File: src/rtl/lim_pkg.sv
package lim_pkg;

  typedef enum logic {
    LINK_DOWN = 1'b0,
    LINK_UP   = 1'b1
  } link_state_e;

  typedef struct packed {
    logic valid;
    logic idle;
    logic err;
  } sym_t;

  function automatic logic clean_idle(input sym_t s);
    return s.valid & s.idle & ~s.err;
  endfunction

endpackage

File: src/rtl/lim_rst_sync.sv
module lim_rst_sync #(
  parameter int STAGES = 2
) (
  input  logic clk,
  input  logic rst_async_n,
  output logic rst_sync_n
);

  logic [STAGES-1:0] sync_q;
  logic [STAGES-1:0] sync_d;

  generate
    if (STAGES == 1) begin : g_one
      assign sync_d = 1'b1;
    end else begin : g_many
      assign sync_d = {sync_q[STAGES-2:0], 1'b1};
    end
  endgenerate

  always_ff @(posedge clk or negedge rst_async_n) begin
    if (!rst_async_n) sync_q <= '0;
    else              sync_q <= sync_d;
  end

  assign rst_sync_n = sync_q[STAGES-1];

endmodule

File: src/rtl/lim_err_rate.sv
module lim_err_rate #(
  parameter int BLK_LEN   = 1024,
  parameter int ERR_LIMIT = 65
) (
  input  logic clk,
  input  logic rst_n,
  input  logic en_i,
  input  logic clr_i,
  input  logic valid_i,
  input  logic err_i,
  output logic drop_o
);

  localparam int SW = (BLK_LEN > 1) ? $clog2(BLK_LEN) : 1;
  localparam int EW = $clog2(ERR_LIMIT + 1);
  localparam logic [SW-1:0] LAST_IDX  = SW'(BLK_LEN - 1);
  localparam logic [EW-1:0] ERR_LIM_W = EW'(ERR_LIMIT);

  logic [SW-1:0] sym_cnt_q, sym_cnt_d;
  logic [EW-1:0] err_cnt_q, err_cnt_d;
  logic          cnt_upd;
  logic          active;
  logic          blk_last;
  logic [EW-1:0] err_sum;

  always_comb begin
    active   = en_i & ~clr_i;
    blk_last = (sym_cnt_q == LAST_IDX);
    err_sum  = err_cnt_q + EW'(err_i);
    drop_o   = active & valid_i & err_i & (err_sum >= ERR_LIM_W);

    cnt_upd   = 1'b0;
    sym_cnt_d = sym_cnt_q;
    err_cnt_d = err_cnt_q;
    if (!active) begin
      cnt_upd   = 1'b1;
      sym_cnt_d = '0;
      err_cnt_d = '0;
    end else if (valid_i) begin
      cnt_upd = 1'b1;
      if (blk_last) begin
        sym_cnt_d = '0;
        err_cnt_d = '0;
      end else begin
        sym_cnt_d = sym_cnt_q + 1'b1;
        err_cnt_d = err_sum;
      end
    end
  end

  always_ff @(posedge clk or negedge rst_n) begin
    if (!rst_n) begin
      sym_cnt_q <= '0;
      err_cnt_q <= '0;
    end else if (cnt_upd) begin
      sym_cnt_q <= sym_cnt_d;
      err_cnt_q <= err_cnt_d;
    end
  end

endmodule

File: src/rtl/lim_idle_watch.sv
module lim_idle_watch
  import lim_pkg::*;
#(
  parameter int IDLE_RUN  = 12,
  parameter int TMO_LIMIT = 187500
) (
  input  logic clk,
  input  logic rst_n,
  input  logic en_i,
  input  logic clr_i,
  input  sym_t sym_i,
  output logic drop_o
);

  localparam int RW = $clog2(IDLE_RUN + 1);
  localparam int TW = (TMO_LIMIT > 1) ? $clog2(TMO_LIMIT) : 1;
  localparam logic [RW-1:0] RUN_END = RW'(IDLE_RUN - 1);
  localparam logic [TW-1:0] TMO_END = TW'(TMO_LIMIT - 1);

  logic [RW-1:0] run_q, run_d;
  logic [TW-1:0] tmo_q, tmo_d;
  logic          run_upd;
  logic          tmo_upd;
  logic          active;
  logic          good;
  logic          restart;
  logic          expired;

  always_comb begin
    active  = en_i & ~clr_i;
    good    = clean_idle(sym_i);
    restart = active & good & (run_q == RUN_END);
    expired = (tmo_q == TMO_END);
    drop_o  = active & ~restart & expired;

    run_upd = 1'b0;
    run_d   = run_q;
    if (!active) begin
      run_upd = 1'b1;
      run_d   = '0;
    end else if (sym_i.valid) begin
      run_upd = 1'b1;
      if (good && !restart) run_d = run_q + 1'b1;
      else                  run_d = '0;
    end

    tmo_upd = 1'b0;
    tmo_d   = tmo_q;
    if (!active || restart) begin
      tmo_upd = 1'b1;
      tmo_d   = '0;
    end else if (!expired) begin
      tmo_upd = 1'b1;
      tmo_d   = tmo_q + 1'b1;
    end
  end

  always_ff @(posedge clk or negedge rst_n) begin
    if (!rst_n)       run_q <= '0;
    else if (run_upd) run_q <= run_d;
  end

  always_ff @(posedge clk or negedge rst_n) begin
    if (!rst_n)       tmo_q <= '0;
    else if (tmo_upd) tmo_q <= tmo_d;
  end

endmodule

File: src/rtl/lim_link_fsm.sv
module lim_link_fsm
  import lim_pkg::*;
#(
  parameter int UP_RUN = 16
) (
  input  logic clk,
  input  logic rst_n,
  input  sym_t sym_i,
  input  logic drop_i,
  output logic link_up_o,
  output logic link_chg_o
);

  localparam int UW = $clog2(UP_RUN + 1);
  localparam logic [UW-1:0] UP_END = UW'(UP_RUN - 1);

  link_state_e   state_q, state_d;
  logic [UW-1:0] up_cnt_q, up_cnt_d;
  logic          up_upd;
  logic          chg_q, chg_d;
  logic          good;
  logic          rise;

  always_comb begin
    good = clean_idle(sym_i);
    rise = (state_q == LINK_DOWN) & good & (up_cnt_q == UP_END);

    state_d = state_q;
    unique case (state_q)
      LINK_DOWN: if (rise)   state_d = LINK_UP;
      LINK_UP:   if (drop_i) state_d = LINK_DOWN;
      default:   state_d = LINK_DOWN;
    endcase
    chg_d = (state_d != state_q);

    up_upd   = 1'b0;
    up_cnt_d = up_cnt_q;
    if (state_q == LINK_UP || rise) begin
      up_upd   = (up_cnt_q != '0);
      up_cnt_d = '0;
    end else if (sym_i.valid) begin
      up_upd   = 1'b1;
      up_cnt_d = good ? up_cnt_q + 1'b1 : '0;
    end
  end

  always_ff @(posedge clk or negedge rst_n) begin
    if (!rst_n) begin
      state_q <= LINK_DOWN;
      chg_q   <= 1'b0;
    end else begin
      state_q <= state_d;
      chg_q   <= chg_d;
    end
  end

  always_ff @(posedge clk or negedge rst_n) begin
    if (!rst_n)      up_cnt_q <= '0;
    else if (up_upd) up_cnt_q <= up_cnt_d;
  end

  assign link_up_o  = (state_q == LINK_UP);
  assign link_chg_o = chg_q;

endmodule

File: src/rtl/link_integrity_mon.sv
module link_integrity_mon
  import lim_pkg::*;
#(
  parameter int BLK_LEN     = 1024,
  parameter int ERR_LIMIT   = 65,
  parameter int IDLE_RUN    = 12,
  parameter int TMO_LIMIT   = 187500,
  parameter int UP_RUN      = 16,
  parameter int SYNC_STAGES = 2
) (
  input  logic clk,
  input  logic rst_n,
  input  logic mode_enh_i,
  input  logic sym_valid_i,
  input  logic sym_idle_i,
  input  logic sym_err_i,
  output logic link_up_o,
  output logic link_chg_o
);

  logic rst_int_n;
  logic mode_q;
  logic mode_flip;
  logic std_en;
  logic enh_en;
  logic std_drop;
  logic enh_drop;
  logic drop;
  logic link_up;
  sym_t sym;

  lim_rst_sync #(.STAGES(SYNC_STAGES)) u_rst_sync (
    .clk         (clk),
    .rst_async_n (rst_n),
    .rst_sync_n  (rst_int_n)
  );

  always_ff @(posedge clk or negedge rst_int_n) begin
    if (!rst_int_n) mode_q <= 1'b0;
    else            mode_q <= mode_enh_i;
  end

  always_comb begin
    sym       = '{valid: sym_valid_i, idle: sym_idle_i, err: sym_err_i};
    mode_flip = (mode_enh_i != mode_q);
    std_en    = link_up & ~mode_enh_i;
    enh_en    = link_up &  mode_enh_i;
    drop      = mode_enh_i ? enh_drop : std_drop;
  end

  lim_err_rate #(
    .BLK_LEN   (BLK_LEN),
    .ERR_LIMIT (ERR_LIMIT)
  ) u_err_rate (
    .clk     (clk),
    .rst_n   (rst_int_n),
    .en_i    (std_en),
    .clr_i   (mode_flip),
    .valid_i (sym_valid_i),
    .err_i   (sym_err_i),
    .drop_o  (std_drop)
  );

  lim_idle_watch #(
    .IDLE_RUN  (IDLE_RUN),
    .TMO_LIMIT (TMO_LIMIT)
  ) u_idle_watch (
    .clk    (clk),
    .rst_n  (rst_int_n),
    .en_i   (enh_en),
    .clr_i  (mode_flip),
    .sym_i  (sym),
    .drop_o (enh_drop)
  );

  lim_link_fsm #(.UP_RUN(UP_RUN)) u_link_fsm (
    .clk        (clk),
    .rst_n      (rst_int_n),
    .sym_i      (sym),
    .drop_i     (drop),
    .link_up_o  (link_up),
    .link_chg_o (link_chg_o)
  );

  assign link_up_o = link_up;

endmodule

File: config.mk
export PLATFORM = sky130hd
export DESIGN_NAME = link_integrity_mon
export DESIGN_NICKNAME = d
export VERILOG_FILES = /design/src/rtl/lim_pkg.sv /design/src/rtl/lim_rst_sync.sv /design/src/rtl/lim_err_rate.sv /design/src/rtl/lim_idle_watch.sv /design/src/rtl/lim_link_fsm.sv /design/src/rtl/link_integrity_mon.sv
export SDC_FILE = /design/constraint.sdc
export NUM_CORES = 1
export LEC_CHECK = 0
export ABC_AREA = 0
export BUFFER_PORTS_ARGS = -buffer_cell sky130_fd_sc_hd__buf_4
export CAP_MARGIN = 20
export CORE_MARGIN = 5
export CORE_UTILIZATION = 50
export CTS_CLUSTER_SIZE = 8
export DETAILED_ROUTE_END_ITERATION = 6
export PLACE_DENSITY = 0.65
export SYNTH_ARGS = -nofsm -noshare
export SYNTH_HDL_FRONTEND = slang
export SYNTH_SLANG_ARGS = --single-unit
File: constraint.sdc
create_clock -name clk -period 1.8 [get_ports clk]
set_input_delay 0.36 -clock clk [delete_from_list [all_inputs] [get_ports clk]]
set_output_delay 0.36 -clock clk [all_outputs]
set_load 0.01 [all_outputs]
==> metrics.txt <==
Distinct cells, synth 47; number of synthesized flops with an enable pin 0; status completed; post-DP HPWL 3.52 mm; Non-Filler Instances 362; Hold WC Path Type input port to flop; Die H 80.9 µm; CTS tree done; die area 6540 µm²; H-tree levels 2; routability cong. 0.828; overall power 2020 µW; Rows 25; vias per inst 5.38; Slew Viols, Final 0; Core Region 4790 µm²; most frequent cells in the layout dfrtp_1 (48), nor2_1 (33), buf_4 (32), nand2_1 (27), nand3_1 (22); drt initial violations 138; DRC Markers 0; GRT Util Overall 16.9%; Final #Nets 308; DRT Wirelength 4.98 mm; Crit path largest cell delay 0.40 ns; synthesized cell area 2510 µm²; Syn Area/Cell 9.70 µm²; Overflow after GRT 0; Leak Pwr 0.00131 µW; crit share post-route 96.2%; hold slack 0.211 ns; Worst-path clk slew 0.09 ns; final setup fails 0; initial core utilization 52.5%; CTS Buf Count 5; max cap viols 0; worst reg2reg setup slack 0.07 ns; Die Wd 80.9 µm; Worst EP required 1.99 ns; min cycle time layout 1.73 ns; Detail Route Antenna Nets 0; type of the worst setup path flop to flop; yosys warns 0; Pwr Density 669 nW/µm²; placed cells 350; I/O Buffers 7; Critical Path Start Type flop; clk sinks 49; ys async rst share 100%; antenna violations before repair 0; Seq/Total Area, Yosys 48.8%; clock buffer depth 2; setup TNS 0 ns; CTS root buf clkbuf_8; most common cell after layout, fill and taps aside dfrtp_1; Routed wire per std cell 13.8 µm; fmax 0.577 GHz; Syn Inst Count 259; I/O Pins 8; routed vias 1947; CP max-delay cell dfrtp_1; number of diodes 0; vias in the first global route 1936; Synth Flop Type dfrtp_1; largest fanout on the critical path 3; CP Capture Type flop; Worst-Skew Late Latency 0.30 ns; ratio of cells with drive above 1 in the final layout 19.0%; worst vdd ir 0.428 mV; Post-Syn Nets 273; first-pass GRT wire length 8.71 mm; Layout area overhead 20.0%; DRT Pass-1 Iters 4; final hold vios 0; critical path arrival 1.92 ns; register bit total from synthesis 49; largest net degree at the start of global routing 48; CP Cell Sequence ha_2 > ha_1 > and3_1 > nand3_1 > xor2_1 > a311oi_1 > o31a_1; Worst Clk Skew 0.00594 ns
-- Yosys cell counts (3+ instances only) --
cell	instances	area share, %
a22o_1	7	2.4
dfrtp_1	49	49
nand3_1	22	4.4
nor2_1	33	4.9
xor2_1	15	5.2
o21ai_0	8	1.6
nand2_1	27	4.0
or3_1	3	0.75
nand4_1	6	1.5
inv_1	7	1.0
buf_2	3	0.60
xnor2_1	9	3.1
o21ai_1	7	1.4
a21oi_1	5	1.0
nor3_1	3	0.60
and3_1	8	2.0
ha_1	8	4.0
clkbuf_1	3	0.45
-- worst max-delay path: cells and delay by family, from the launching register on --
kind | cells | cell delay [ns]
adder cells (fa/ha/maj) | 2 | 0.38
AO/OA/AOI/OAI | 2 | 0.37
flip-flops | 1 | 0.40
AND/OR/NAND/NOR | 2 | 0.32
XOR/XNOR | 1 | 0.16
-- cell families (layout without fill, tap and decap cells) --
kind of cell | Yosys count | after routing | share of synthesized area, %
buf+inv | 13 | 49 | 2.09
simple gates | 121 | 121 | 24.6
mux | 1 | 1 | 0.398
fa+ha+maj | 8 | 8 | 3.98
xor+xnor | 24 | 24 | 8.37
compound gates | 42 | 42 | 11.6
flops | 49 | 49 | 48.8
other cells | 1 | 1 | 0.149
-- per-stage QoR --
stage | worst slack [ns] | utilization, % | instance area [µm²]
2_1_floorplan | 0.0791 | - | 2510
4_1_cts | 0.0235 | 61.4 | 2940
3_5_place_dp | -0.0597 | 58.7 | 2810
6_report | 0.0681 | 63.0 | 3010
3_3_place_gp | -0.0479 | 58.7 | 2810
5_1_grt | -0.00680 | 63.0 | 3010
-- state kept, by name (all words and copies together) (netlist names) --
name and cells:
u_idle_watch.run_q 4, u_err_rate.err_cnt_q 7, u_link_fsm.up_cnt_q 5, u_link_fsm.link_up_o 1, u_err_rate.sym_cnt_q 10, u_link_fsm.link_chg_o 1, mode_q 1, u_idle_watch.tmo_q 18
u_rst_sync.sync_q 2
-- what timing repair did --
item                                    4_1_cts  5_1_grt
hold buffers                                  1        0
setup buffers                                 0        3
endpoints found under the hold margin         2        0
resized for setup                             0        9
endpoints found under the setup margin        0       13
-- routing by layer --
layer | global-route usage [%] | vias to the layer above | wire length, µm
li1 | - | 979 | -
met4 | 7.26 | 0 | 68
met5 | 0 | - | 0
met3 | 3.10 | 7 | 146
met2 | 26.3 | 38 | 2280
met1 | 23.1 | 923 | 2490
-- layout make-up --
type / count / area, µm²
multi-input cells: 197 / 1290
well taps: 67 / 83.8
repair buffers: 34 / 270
fillers: 421 / 1770
clock inverters: 2 / 37.5
flip-flops and latches: 49 / 1230
clock buffers: 6 / 82.6
inverters: 7 / 26.3
-- worst paths after layout --
kind / from / end / cells after the start
worst max-delay path: u_err_rate.err_cnt_q[0]$_DFFE_PN0P_ / u_link_fsm.link_chg_o$_DFF_PN0_ / 7
worst min-delay path: mode_enh_i / mode_q$_DFF_PN0_ / 1
worst max register to register: u_err_rate.err_cnt_q[0]$_DFFE_PN0P_ / u_link_fsm.link_chg_o$_DFF_PN0_ / 7
worst min register to register: u_rst_sync.sync_q[1]$_DFF_PN0_ / u_idle_watch.run_q[1]$_DFFE_PN0P_ / 1
max in group asynchronous: u_rst_sync.sync_q[1]$_DFF_PN0_ / u_err_rate.err_cnt_q[2]$_DFFE_PN0P_ / 1
min in group asynchronous: u_rst_sync.sync_q[1]$_DFF_PN0_ / u_idle_watch.run_q[1]$_DFFE_PN0P_ / 1
-- report_power, final --
group	switching, µW	internal (µW)
registers	8.96	1110
logic	45.6	30.6
clock network	370	452
total	424	1590
No activity file was read; power rests on OpenSTA's default activity.
